<file path="src/rtl/cart_pkg.sv">
package cart_pkg;
  localparam int LO_W = 16;
  localparam int HI_W = 8;

  typedef struct packed {
    logic load;
    logic step;
  } ctlStrobe_t;
endpackage

</file>
<file path="src/rtl/cart_ctl.sv">
module cart_ctl
  import cart_pkg::*;
(
  input  logic       clk,
  input  logic       rst,
  input  logic       csN,
  input  logic       rdN,
  input  logic       wrN,
  output ctlStrobe_t strobe
);
  logic csPrev, rdPrev, wrPrev;

  always_ff @(posedge clk) begin
    if (rst) begin
      csPrev <= 1'b1;
      rdPrev <= 1'b1;
      wrPrev <= 1'b1;
    end else begin
      csPrev <= csN;
      rdPrev <= rdN;
      wrPrev <= wrN;
    end
  end

  always_comb begin
    strobe.load = csPrev & ~csN & ~rst;
    strobe.step = ~csN & ~rst & ~strobe.load &
                  ((rdN & ~rdPrev) | (wrN & ~wrPrev));
  end


  load_step_excl_chk: assert property (@(posedge clk) disable iff (rst)
    $onehot0({strobe.load, strobe.step}));


  step_needs_cs_chk: assert property (@(posedge clk) disable iff (rst)
    strobe.step |-> (!csN && !csPrev));
endmodule

</file>
<file path="src/rtl/cart_dp.sv">
module cart_dp
  import cart_pkg::*;
#(
  parameter int LoW = LO_W,
  parameter int HiW = HI_W
) (
  input  logic           clk,
  input  logic           rst,
  input  ctlStrobe_t     strobe,
  input  logic [LoW-1:0] loadLo,
  input  logic [HiW-1:0] loadHi,
  output logic [LoW-1:0] cntLo,
  output logic [HiW-1:0] holdHi
);
  localparam logic [LoW-1:0] ONE = LoW'(1);

  always_ff @(posedge clk) begin
    if (rst) begin
      cntLo  <= '0;
      holdHi <= '0;
    end else if (strobe.load) begin
      cntLo  <= loadLo;
      holdHi <= loadHi;
    end else if (strobe.step) begin
      cntLo  <= cntLo + ONE;
    end
  end


  load_capture_chk: assert property (@(posedge clk) disable iff (rst)
    strobe.load |=> (cntLo == $past(loadLo) && holdHi == $past(loadHi)));


  step_by_one_chk: assert property (@(posedge clk) disable iff (rst)
    strobe.step |=> (cntLo == $past(cntLo) + ONE));


  hi_no_carry_chk: assert property (@(posedge clk) disable iff (rst)
    !strobe.load |=> $stable(holdHi));


  idle_hold_chk: assert property (@(posedge clk) disable iff (rst)
    (!strobe.load && !strobe.step) |=> $stable(cntLo));
endmodule

</file>
<file path="src/rtl/cart_addr_seq.sv">
module cart_addr_seq
  import cart_pkg::*;
(
  input  logic                 clk,
  input  logic                 rst,
  input  logic                 csN,
  input  logic                 rdN,
  input  logic                 wrN,
  input  logic [LO_W-1:0]      adIn,
  input  logic [HI_W-1:0]      hiAddr,
  output logic [LO_W-1:0]      adOut,
  output logic                 adOe,
  input  logic [LO_W-1:0]      flashData,
  output logic [LO_W+HI_W-1:0] flashAddr,
  output logic                 flashCeN,
  output logic                 flashOeN,
  output logic                 flashWeN
);
  ctlStrobe_t      strobe;
  logic [LO_W-1:0] cntLo;
  logic [HI_W-1:0] holdHi;

  cart_ctl u_ctl (
    .clk(clk), .rst(rst), .csN(csN), .rdN(rdN), .wrN(wrN), .strobe(strobe)
  );

  cart_dp #(.LoW(LO_W), .HiW(HI_W)) u_dp (
    .clk(clk), .rst(rst), .strobe(strobe),
    .loadLo(adIn), .loadHi(hiAddr), .cntLo(cntLo), .holdHi(holdHi)
  );

  always_comb begin
    flashAddr = {holdHi, cntLo};
    flashCeN  = csN;
    flashOeN  = csN | rdN;
    flashWeN  = csN | wrN;
    adOe      = ~(csN | rdN);
    adOut     = adOe ? flashData : '0;
  end


  read_addr_stable_chk: assert property (@(posedge clk) disable iff (rst)
    (!csN && !rdN && $past(!csN && !rdN)) |-> $stable(flashAddr));


  drive_only_read_chk: assert property (@(posedge clk) disable iff (rst)
    adOe |-> (!flashOeN && !flashCeN));
endmodule

</file>
<file path="config.mk">
export PLATFORM = sky130hd
export DESIGN_NAME = cart_addr_seq
export DESIGN_NICKNAME = d
export VERILOG_FILES = /design/src/rtl/cart_pkg.sv /design/src/rtl/cart_ctl.sv /design/src/rtl/cart_dp.sv /design/src/rtl/cart_addr_seq.sv
export SDC_FILE = /design/constraint.sdc
export NUM_CORES = 1
export LEC_CHECK = 0
export ABC_AREA = 1
export BUFFER_PORTS_ARGS = -buffer_cell sky130_fd_sc_hd__buf_2
export CAP_MARGIN = 40
export CORE_ASPECT_RATIO = 1.2
export CORE_MARGIN = 3
export CORE_UTILIZATION = 50
export CTS_BUF_LIST = sky130_fd_sc_hd__clkbuf_2 sky130_fd_sc_hd__clkbuf_4 sky130_fd_sc_hd__clkbuf_8
export DETAILED_ROUTE_END_ITERATION = 16
export GPL_TIMING_DRIVEN = 0
export HOLD_SLACK_MARGIN = 0.06
export PLACE_DENSITY = 0.89
export SLEW_MARGIN = 15
export SYNTH_ARGS = -nofsm -noshare
export SYNTH_HDL_FRONTEND = slang
export SYNTH_SLANG_ARGS = --single-unit
</file>
<file path="constraint.sdc">
create_clock -name clk -period 3.79 [get_ports clk]
set_input_delay 0.758 -clock clk [delete_from_list [all_inputs] [get_ports clk]]
set_output_delay 0.758 -clock clk [all_outputs]
set_load 0.03 [all_outputs]
</file>
Word-level counts from Yosys, hierarchy flattened --
Cells that the tools add are included.
Storage, ports and cells: register bits after elaboration 27, input port bits 45, output and inout bits 44
Operators by class: $add $sub $neg 1, mux-type cells 3, bitwise operators 16, reduce and logical (&&, ||, !) cells 1
Operators by type and width (count):
- $mux W16 | 3
- $add A16 B1 Y16 const B | 1
- $and A1 B1 Y1 | 7
- $not A1 Y1 | 6
- $or A1 B1 Y1 | 3
- $reduce_bool A2 Y1 | 1

Depth between registers and ports, before layout --
Gate-level depths: netlist of run 1.
depth after elaboration 8, depth in mapped cells 9, gate-level depth less buffers 9

Modules after synthesis --
A second synthesis of run 1 with hierarchy kept.
Second synthesis, totals: cell total of the unflattened synthesis 236, area total of the unflattened synthesis 1612.8 µm²
By module, submodules not included:
- cart_dp | instances 1, cells an instance 182, area an instance 1288.7 µm², sequential area each 480.5 µm²
- cart_addr_seq | instances 1, cells an instance 39, area an instance 206.4 µm², sequential area each 0.0 µm²
- cart_ctl | instances 1, cells an instance 15, area an instance 117.6 µm², sequential area each 60.1 µm²

Least setup slack after synthesis of run 1 --
No wires, ideal clock.
path type input -> output, start point in rdN, end point out adOut[10], arrival time 2.249 ns, data required time 3.032 ns, path slack 0.783 ns, stages on the path 4, path buffers 1, path through nor2_1 > clkinv_1 > buf_2 > nor2_1
Between the ends: word-level cells in the longest chain between the ends 2
RTL lines:
- start: declaration | line cart_addr_seq.sv:7 | input logic rdN,
- $or A1 B1 Y1
- net flashOeN | line cart_addr_seq.sv:16 | output logic flashOeN,
- $mux W16 | line cart_addr_seq.sv:38 | adOut = adOe ? flashData : '0;
- end: declaration | line cart_addr_seq.sv:11 | output logic [LO_W-1:0] adOut,
The timed path passes the listed nets, and every way through them passes these cells.

Final worst setup path of run 1 --
start point in csN, end point out adOut[12]
Between the ends: word-level cells in the longest chain between the ends 2
RTL lines:
- start: declaration | line cart_addr_seq.sv:6 | input logic csN,
- $or A1 B1 Y1 | line cart_addr_seq.sv:37 | adOe = ~(csN | rdN);
- $mux W16 | line cart_addr_seq.sv:38
Every way passes these cells.

==> reports/qor.txt, run 1 <==
status = finished, final reports clean
Setup crit end kind = output port
CTS tree = done
FF-to-FF setup slack = 2.32 ns
Post-Syn Area = 1650 µm²
crit path max fanout = 10
crit path cell chain = buf_2 > nor2_1 > clkinv_1 > buf_2 > nor2_1 > buf_2
period utilisation layout = 66.2%
fin nets = 400
Placeable Area = 3110 µm²
num ports = 89
initial DRC count = 122
ranking of synthesized cells by area = dfxtp_1, nand2_1, nor2_1, inv_1, nand3_1
area taken by multi-input logic gates = 891 µm²
min Tclk post-route = 2.51 ns
RSZ-0062 raised after global routing = false
Distinct cells, synth = 29
DR WL/cell = 11.3 µm
Lkg Pwr = 1.19 nW
crit path DAT = 1.75 ns
Sequential Area = 541 µm²
row count = 22
Max Fclk = 0.399 GHz
syn nets = 307
post_cts resized = 0
syn_area_per_cell = 6.31 µm²
DR vias/cell = 4.96
Worst Hold Launch = u_dp.holdHi[1]
commonest cells after routing, fill and taps aside = buf_2, nand2_1, nor2_1
clk_lat worst skew = 0.33 ns
R2R Path Start = u_dp.cntLo[1]
Ys Warns = 0
CP required = 3.03 ns
H-tree level count = 1
total number of vias = 1930
CP dominant cell by count = buf_2
Synth area leader = dfxtp_1
layout cell share with drive strength beyond 1 = 34.8%
largest net degree at the start of global routing = 15
slew of the pin with the lowest slew margin = 0.579 ns
number of setup buffers added after CTS = 0
1st-pass router iterations = 4
die height = 68.9 µm
hold path depth = 2
initial core utilization = 52.9%
# diodes = 0
max incr delay on CP = 0.23 ns
worst hold margin = 0.473 ns
GR Util All Layers = 21.9%
synth-to-layout area growth = 31.3%
Synth top area share = 32.8%
vias in the first global route = 1686
clock sinks = 27
post-synthesis sequential area ratio = 32.8%
Hold Crit Endpoint = u_dp.holdHi[1]
Final ANT Viol Nets = 0
worst r2r path cells = 8
Hold Buf Count CTS = 0
TritonCTS buffer count = 3
global-route wire length before repair = 6.93 mm
die area = 4020 µm²
die width = 58.4 µm
worst r2r dst = u_dp.cntLo[14]
global route overflow = 0
Slew HR = 61.4%
clock tree buffer depth = 2
detailed-route DRC error count = 0
Max Clock Skew = 0.00365 ns
Slowest-stage cell, CP = buf_2
Placer Congestion = 0.890
detailed placer's ending HPWL = 3.41 mm
Crit Path Class = primary input to output port
worst vdd ir = 314 µV
Setup TNS Final = 0 ns
total wire length = 4.42 mm
pwr dens = 283 nW/µm²
Port Buf Inserts = 88
Pins Over Slew Limit = 0
antenna violations before repair = 0
Cells after Synth = 261
final setup violation count = 0
Reg clk slew, reported paths = 0.14 ns
Yosys reg bits = 27
Layout fillers = 300
commonest non-fill, non-tap cell in the layout = buf_2
max-cap violations = 0
final hold violations = 0
root buffer cell = clkbuf_4
worst min path class = register to register
Worst setup SP type = primary input
-- synth_stat cells --
master,number
a21oi_1,18
a31oi_1,1
nand2_4,2
inv_1,33
buf_6,2
ha_1,1
clkinv_1,2
nor2_4,2
nor2_1,45
nand4_1,3
nand3_2,4
or2_2,1
nor3_1,1
o22ai_1,3
o21a_1,4
o21ai_2,1
inv_2,4
dfxtp_1,27
o21ai_0,6
o21ai_1,6
nor2_2,4
buf_4,3
buf_2,4
nand2_1,57
nand3_1,21
a21oi_2,1
clkbuf_1,1
nand2_2,3
xor2_1,1
-- logic make-up after synthesis --
logic type      after synthesis  share of synthesized area, %
buf+inv                      49                          13.1
fa+ha+maj                     1                         0.760
xor+xnor                      1                         0.532
simple gates                143                          39.3
compound gates               40                          13.5
flops                        27                          32.8
-- layer usage --
metal  vias up  track usage [%]  share of wire [%]
met3         7             2.98                6.4
met2        57             39.2                 51
met4         0             8.70                1.5
met5         -                0                  0
li1       1001                -                  -
met1       865             26.1                 41
-- how the worst max path moves through the flow --
stage | startpoint | to | slack (ns)
floorplan | rdN | adOut[10] | 0.78
global placement | csN | adOut[12] | 1.28
detailed placement | csN | adOut[13] | 1.28
CTS | csN | adOut[12] | 1.28
global route | csN | adOut[12] | 1.14
finish | csN | adOut[12] | 1.28
-- power by group --
group | switching [mW] | internal [mW] | total (mW)
registers | 0.0139 | 0.299 | 0.313
clock network | 0.0868 | 0.0485 | 0.135
logic | 0.105 | 0.0584 | 0.164
total | 0.206 | 0.406 | 0.612
-- metrics by stage --
stage | utilization, % | setup slack [ns] | cell area [µm²] | std cells | power [mW]
floorplan | - | 0.783 | 1650 | 261 | 0.423
global placement | 68.5 | 1.28 | 2130 | 385 | 0.479
detailed placement | 68.5 | 1.28 | 2130 | 385 | 0.483
CTS | 69.5 | 1.28 | 2160 | 389 | 0.615
global route | 69.5 | 1.14 | 2160 | 389 | 0.642
finish | 69.5 | 1.28 | 2160 | 389 | 0.612
-- registers in the layout, summed over array words and instances (netlist names) --
signal and cells:
u_ctl.csPrev 1, u_ctl.rdPrev 1, u_ctl.wrPrev 1, u_dp.cntLo 16, u_dp.holdHi 8
-- critical path, delay by kind of cell --
| kind | cells | cell delay (ns) |
|---|---|---|
| simple gates | 2 | 0.23 |
| buf+inv | 4 | 0.76 |
-- final cells by class --
cell class,instances,area share [%]
Buffer,10,3.18
Tap cell,36,2.08
Inverter,39,6.77
Clock buffer,4,1.39
Multi-Input combinational cell,185,41.2
Sequential cell,27,25.0
Timing Repair Buffer,88,20.4
(Power assumes the default switching activity.)
==> run 2, diff against run 1 <==
CORE_UTILIZATION = 42   (was 50)
PLACE_DENSITY = 0.8   (was 0.89)
clock period = 2.2 ns   (was 3.79 ns; I/O delays follow)
==> run 2 against run 1 <==
  * Largest cell class unchanged
  * Design area rose by 3.0%
  * Die area rose by 17%
  * Setup slack got worse by 0.96 ns
  * Routed wire length rose by 1.6%
  * Sequential share of layout area fell by 0.72 points
  * Critical path type unchanged
==> reports/qor.txt, run 2 (same netlist as run 1, synthesis figures left out) <==
global route overflow = 0 (unchanged)
final setup violation count = 0 (unchanged)
fin area = 2230 µm² (+3.0%)
Post-Place Cell Area = 2180 µm² (+2.1%)
Reg with most FFs = u_dp.cntLo
final cell count without fillers = 405 (+4.1%)
crit path cell chain = buf_2 > nor2_2 > clkinv_1 > buf_2 > nor2_2 > buf_2
max incr delay on CP = 0.26 ns (+0.03 ns)
Max Fclk = 0.534 GHz
Lkg Pwr = 1.19 nW (+0.14%)
Pins Over Slew Limit = 0 (unchanged)
worst min path class = primary input to register
CTS tree = done
initial DRC count = 154 (+26%)
largest net degree at the start of global routing = 17 (+2)
Final ANT Viol Nets = 0 (unchanged)
Post-Place Cells = 401 (+4.2%)
total number of vias = 1892 (-2.0%)
Setup crit end kind = output port
status = finished, final reports clean
1st-pass router iterations = 4 (unchanged)
H-tree level count = 1 (unchanged)
TritonCTS buffer count = 3 (unchanged)
fin nets = 400 (unchanged)
DR WL/cell = 11.1 µm (-2.4%)
worst vdd ir = 330 µV (+5.4%)
antenna violations before repair = 0 (unchanged)
Crit Path Class = primary input to output port
commonest cells after routing, fill and taps aside = buf_2, nand2_1, nor2_1
Placeable Area = 3690 µm² (+19%)
top flop regs = u_dp.cntLo: 16 flops, u_dp.holdHi: 8 flops
clk_lat worst skew = 0.28 ns (-0.05 ns)
slew of the pin with the lowest slew margin = 0.543 ns (-0.0368 ns)
crit path max fanout = 10 (unchanged)
GR Util All Layers = 18.3% (-3.5 points)
Reg clk slew, reported paths = 0.10 ns (-0.04 ns)
Port Buf Inserts = 88 (unchanged)
die area = 4710 µm² (+17%)
post_cts resized = 0 (unchanged)
global-route wire length before repair = 6.98 mm (+0.69%)
RSZ-0062 raised after global routing = false
synth-to-layout area growth = 35.2%
row count = 24 (+9.1%)
root buffer cell = clkbuf_8
commonest non-fill, non-tap cell in the layout = buf_2
max-cap violations = 0 (unchanged)
Setup TNS Final = 0 ns (unchanged)
Worst setup SP type = primary input
# diodes = 0 (unchanged)
worst hold margin = 0.343 ns (-0.129 ns)
max FFs per register = 16 (unchanged)
number of setup buffers added after CTS = 0 (unchanged)
min Tclk post-route = 1.87 ns
detailed placer's ending HPWL = 3.49 mm (+2.2%)
Placer Congestion = 0.869 (-2.4%)
detailed-route DRC error count = 0 (unchanged)
num ports = 89 (unchanged)
crit path buf inv count = 4 (unchanged)
clock tree buffer depth = 2 (unchanged)
Max Clock Skew = 0.00968 ns (+0.00603 ns)
Hold Buf Count CTS = 0 (unchanged)
die width = 63.2 µm (+8.2%)
total wire length = 4.49 mm (+1.6%)
Slowest-stage cell, CP = buf_2
CP dominant cell by count = buf_2
layout cell share with drive strength beyond 1 = 37.7% (+2.8 points)
fin util = 60.3% (-9.2 points)
final hold violations = 0 (unchanged)
vias in the first global route = 1609 (-4.6%)
die height = 74.6 µm (+8.3%)
initial core utilization = 44.6% (-8.4 points)
period utilisation layout = 85.1%
pwr dens = 504 nW/µm² (+78%)
Slew HR = 63.8% (+2.5 points)
CP required = 1.76 ns (-1.27 ns)
clock sinks = 27 (unchanged)
top cell family by delay on the critical path = buffers and inverters
DR vias/cell = 4.67 (-5.8%)
crit path DAT = 1.43 ns (-0.32 ns)
==> run 2: worst reg2reg max path: stages (launching register included) <==
cell and delay, ns:
dfxtp_1 0.42, ha_1 0.27, nand3_2 0.14, inv_2 0.10, nand2_2 0.07, nor2_1 0.11, nand2_1 0.06, nand3_1 0.08
nand2_1 0.06, a21oi_2 0.10
==> run 2: final cells by class <==
class / count / area (µm²)
buffer: 10 / 68.8
clock buffer: 3 / 41.3
clock inverter: 1 / 7.51
fill: 405 / 1470
inverter: 39 / 146
multi-input combinational: 185 / 916
sequential: 27 / 541
tap: 52 / 65.1
timing repair buffer: 88 / 440
==> run 2: power by group <==
group / internal [mW] / total [mW] / switching (mW)
clock network: 0.129 / 0.298 / 0.169
registers: 0.514 / 0.538 / 0.0237
logic: 0.102 / 0.286 / 0.184
==> run 2: final timing paths <==
check | start | endpoint | slack, ns | cells after the start
setup / recovery | csN | adOut[7] | 0.33 | 6
hold / removal | hiAddr[2] | u_dp.holdHi[2] | 0.34 | 3
setup reg to reg | u_dp.cntLo[1] | u_dp.cntLo[12] | 0.73 | 9
hold reg to reg | u_dp.holdHi[2] | u_dp.holdHi[2] | 0.47 | 2
==> run 2: layer usage <==
layer,global-route usage [%],vias to the layer above,part of all wire [%]
met4,5.64,0,0.94
met5,0,-,0
met2,32.1,62,50
li1,-,1001,-
met1,23.4,824,43
met3,2.72,5,5.9
==> run 2: per-stage QoR <==
stage               power (mW)  setup WS, ns
floorplan                0.733         0.160
global placement         0.833         0.317
detailed placement       0.836         0.335
CTS                       1.13         0.317
global route              1.18         0.234
finish                    1.12         0.327
==> run 3, diff against run 2 <==
ABC_AREA = default   (was 1)
CORE_UTILIZATION = 41   (was 42)
PLACE_DENSITY = 0.79   (was 0.8)
==> run 3 against run 2 <==
  * Sequential cell count stayed put
  * Critical path depth is 1 lower
  * Clock power hardly changed
  * Final cell count is 15% lower
  * Via count is 4.9% lower
  * Largest power group unchanged
  * Sequential power is 3% higher
  * Clock skew is 0.0030 ns higher
  * Core utilization is 1.9 points lower
  * Critical endpoint is now u_dp.cntLo[12]
  * Die area is 1.5% lower
  * Design area is 3.9% lower
==> reports/qor.txt, run 3 <==
synth-to-layout area growth = 35.4%
final setup violation count = 0 (unchanged)
Synth top area share = 34.2% (+1.4 points)
Reg clk slew, reported paths = 0.11 ns (about the same)
total wire length = 4.52 mm (+0.87%)
DR WL/cell = 13.1 µm (+18%)
top flop regs = u_dp.cntLo: 16 flops, u_dp.holdHi: 8 flops
Cells after Synth = 202 (-23%)
Distinct cells, synth = 46 (+59%)
Setup crit end kind = register
row count = 24 (unchanged)
Crit Path Class = register to register
TritonCTS buffer count = 3 (unchanged)
commonest non-fill, non-tap cell in the layout = buf_2
antenna violations before repair = 0 (unchanged)
syn nets = 248 (-19%)
largest net degree at the start of global routing = 17 (unchanged)
crit path DAT = 2.27 ns (+0.84 ns)
die width = 62.7 µm (-0.76%)
Total Power = 1.16 mW (+3.9%)
pwr dens = 544 nW/µm² (+8.1%)
DR vias/cell = 5.20 (+11%)
max-cap violations = 0 (unchanged)
detailed placer's ending HPWL = 3.46 mm (-0.90%)
final hold violations = 0 (unchanged)
clock tree buffer depth = 2 (unchanged)
Synth area leader = dfxtp_1
top cells by count, synth = nand2_1, dfxtp_1, and2_1, o21ai_0, clkbuf_1
GR Util All Layers = 18.9% (+0.55 points)
Max Fclk = 0.481 GHz (-9.9%)
num ports = 89 (unchanged)
worst min path class = primary input to register
commonest cells after routing, fill and taps aside = buf_2, nand2_1, dfxtp_1
# diodes = 0 (unchanged)
1st-pass router iterations = 4 (unchanged)
max FFs per register = 16 (unchanged)
initial DRC count = 156 (+1.3%)
global-route wire length before repair = 7.20 mm (+3.3%)
Pins Over Slew Limit = 0 (unchanged)
crit path max fanout = 6 (-4)
Max Clock Skew = 0.0127 ns (+0.00299 ns)
clk_lat worst skew = 0.28 ns (about the same)
worst vdd ir = 340 µV (+2.8%)
Post-synth EDFFs = 0 (unchanged)
detailed-route DRC error count = 0 (unchanged)
Yosys reg bits = 27 (unchanged)
clock sinks = 27 (unchanged)
Hold Buf Count CTS = 0 (unchanged)
initial core utilization = 43.1% (-1.4 points)
Final ANT Viol Nets = 0 (unchanged)
post-synthesis sequential area ratio = 34.2% (+1.4 points)
Setup TNS Final = 0 ns (unchanged)
fin util = 58.4% (-1.9 points)
fin nets = 341 (-15%)
die area = 4640 µm² (-1.5%)
final cell count without fillers = 346 (-15%)
Reg with most FFs = u_dp.cntLo
syn_area_per_cell = 7.82 µm² (+24%)
Post-Place Cells = 342 (-15%)
min Tclk post-route = 2.08 ns (+0.205 ns)
period utilisation layout = 94.5% (+9.3 points)
global route overflow = 0 (unchanged)
most common cell in the synthesized netlist = nand2_1
CP required = 2.39 ns (+0.63 ns)
Ys Warns = 0 (unchanged)
Port Buf Inserts = 88 (unchanged)
Post-Syn Area = 1580 µm² (-4.0%)
Placer Congestion = 0.861 (-0.87%)
Lkg Pwr = 0.999 nW (-16%)
Slew HR = 63.7% (-0.17 points)
dominant synthesized flop cell = dfxtp_1
ranking of synthesized cells by area = dfxtp_1, nand2_1, and2_1, o21ai_0, nand3b_1
layout cell share with drive strength beyond 1 = 39.1% (+1.4 points)
slew of the pin with the lowest slew margin = 0.543 ns (+0.000111 ns)
CTS tree = done
H-tree level count = 1 (unchanged)
Worst setup SP type = register
Placeable Area = 3660 µm² (-0.81%)
die height = 74.0 µm (-0.78%)
root buffer cell = clkbuf_8
status = finished, final reports clean
vias in the first global route = 1586 (-1.4%)
Synth async-reset ratio = 0% (unchanged)
worst hold margin = 0.331 ns (-0.0124 ns)
total number of vias = 1800 (-4.9%)
## run 3: changes by cell type after synthesis, sizes merged, moves of 9 or more
cell    change
nand3      -21
a21oi       -9
inv        -29
nor2       -44
clkbuf     +11
and2       +17
nand3b      +9
nand2      -32
## run 3: repair_timing
action,4_1_cts,5_1_grt
setup endpoints to repair,0,4
setup buffers,0,0
resized for setup,0,4
endpoints found under the hold margin,0,0
## run 3: area by class of cell
cell class | count | area (µm²)
fillers | 376 | 1520
multi-input cells | 152 | 940
flip-flops and latches | 27 | 542
repair buffers | 88 | 440
plain buffers | 15 | 73.8
well taps | 52 | 65.1
clock buffers | 3 | 41.3
inverters | 8 | 30.0
clock inverters | 1 | 7.51
## run 3: routing by layer
layer / GRT usage, % / vias up / wire length (µm)
met5: 0 / - / 0
met3: 3.32 / 4 / 321
met4: 4.90 / 0 / 25
li1: - / 910 / -
met2: 34.4 / 72 / 2300
met1: 23.3 / 814 / 1880
## run 3: path summary, 6_finish.rpt
kind                       start        endpoint  slack [ns]  cells after the start
setup / recovery   u_dp.cntLo[1]  u_dp.cntLo[12]        0.12                      5
hold / removal         hiAddr[5]  u_dp.holdHi[5]        0.33                      3
setup reg to reg   u_dp.cntLo[1]  u_dp.cntLo[12]        0.12                      5
hold reg to reg   u_dp.holdHi[7]  u_dp.holdHi[7]        0.47                      2
## run 3: per-stage QoR
step,cell area (µm²),setup WS (ns)
floorplan,1580,0.0756
global placement,2090,-0.0855
detailed placement,2090,-0.0923
CTS,2130,0.0827
global route,2140,-0.00230
finish,2140,0.122
## run 3: logic make-up (layout without fill, tap and decap cells)
group,Yosys count,count (layout),synth area share [%]
simple gates,99,99,36.4
mux,1,1,0.633
fa+ha+maj,1,1,0.792
buf+inv,23,115,6.49
compound gates,51,51,21.5
flops,27,27,34.2
## run 3: critical path: stages, from the launching register on
cell      delay [ns]
dfxtp_1         0.41
ha_2            0.27
nand4_1         0.15
or3_2           0.48
or4_1           0.49
o221ai_1        0.19
## run 3: where the power goes
| part | switching (mW) | leakage, nW | internal [mW] | total, mW |
|---|---|---|---|---|
| clock | 0.171 | 0.0217 | 0.129 | 0.300 |
| sequential | 0.0321 | 0.222 | 0.521 | 0.553 |
| combinational | 0.196 | 0.755 | 0.116 | 0.312 |
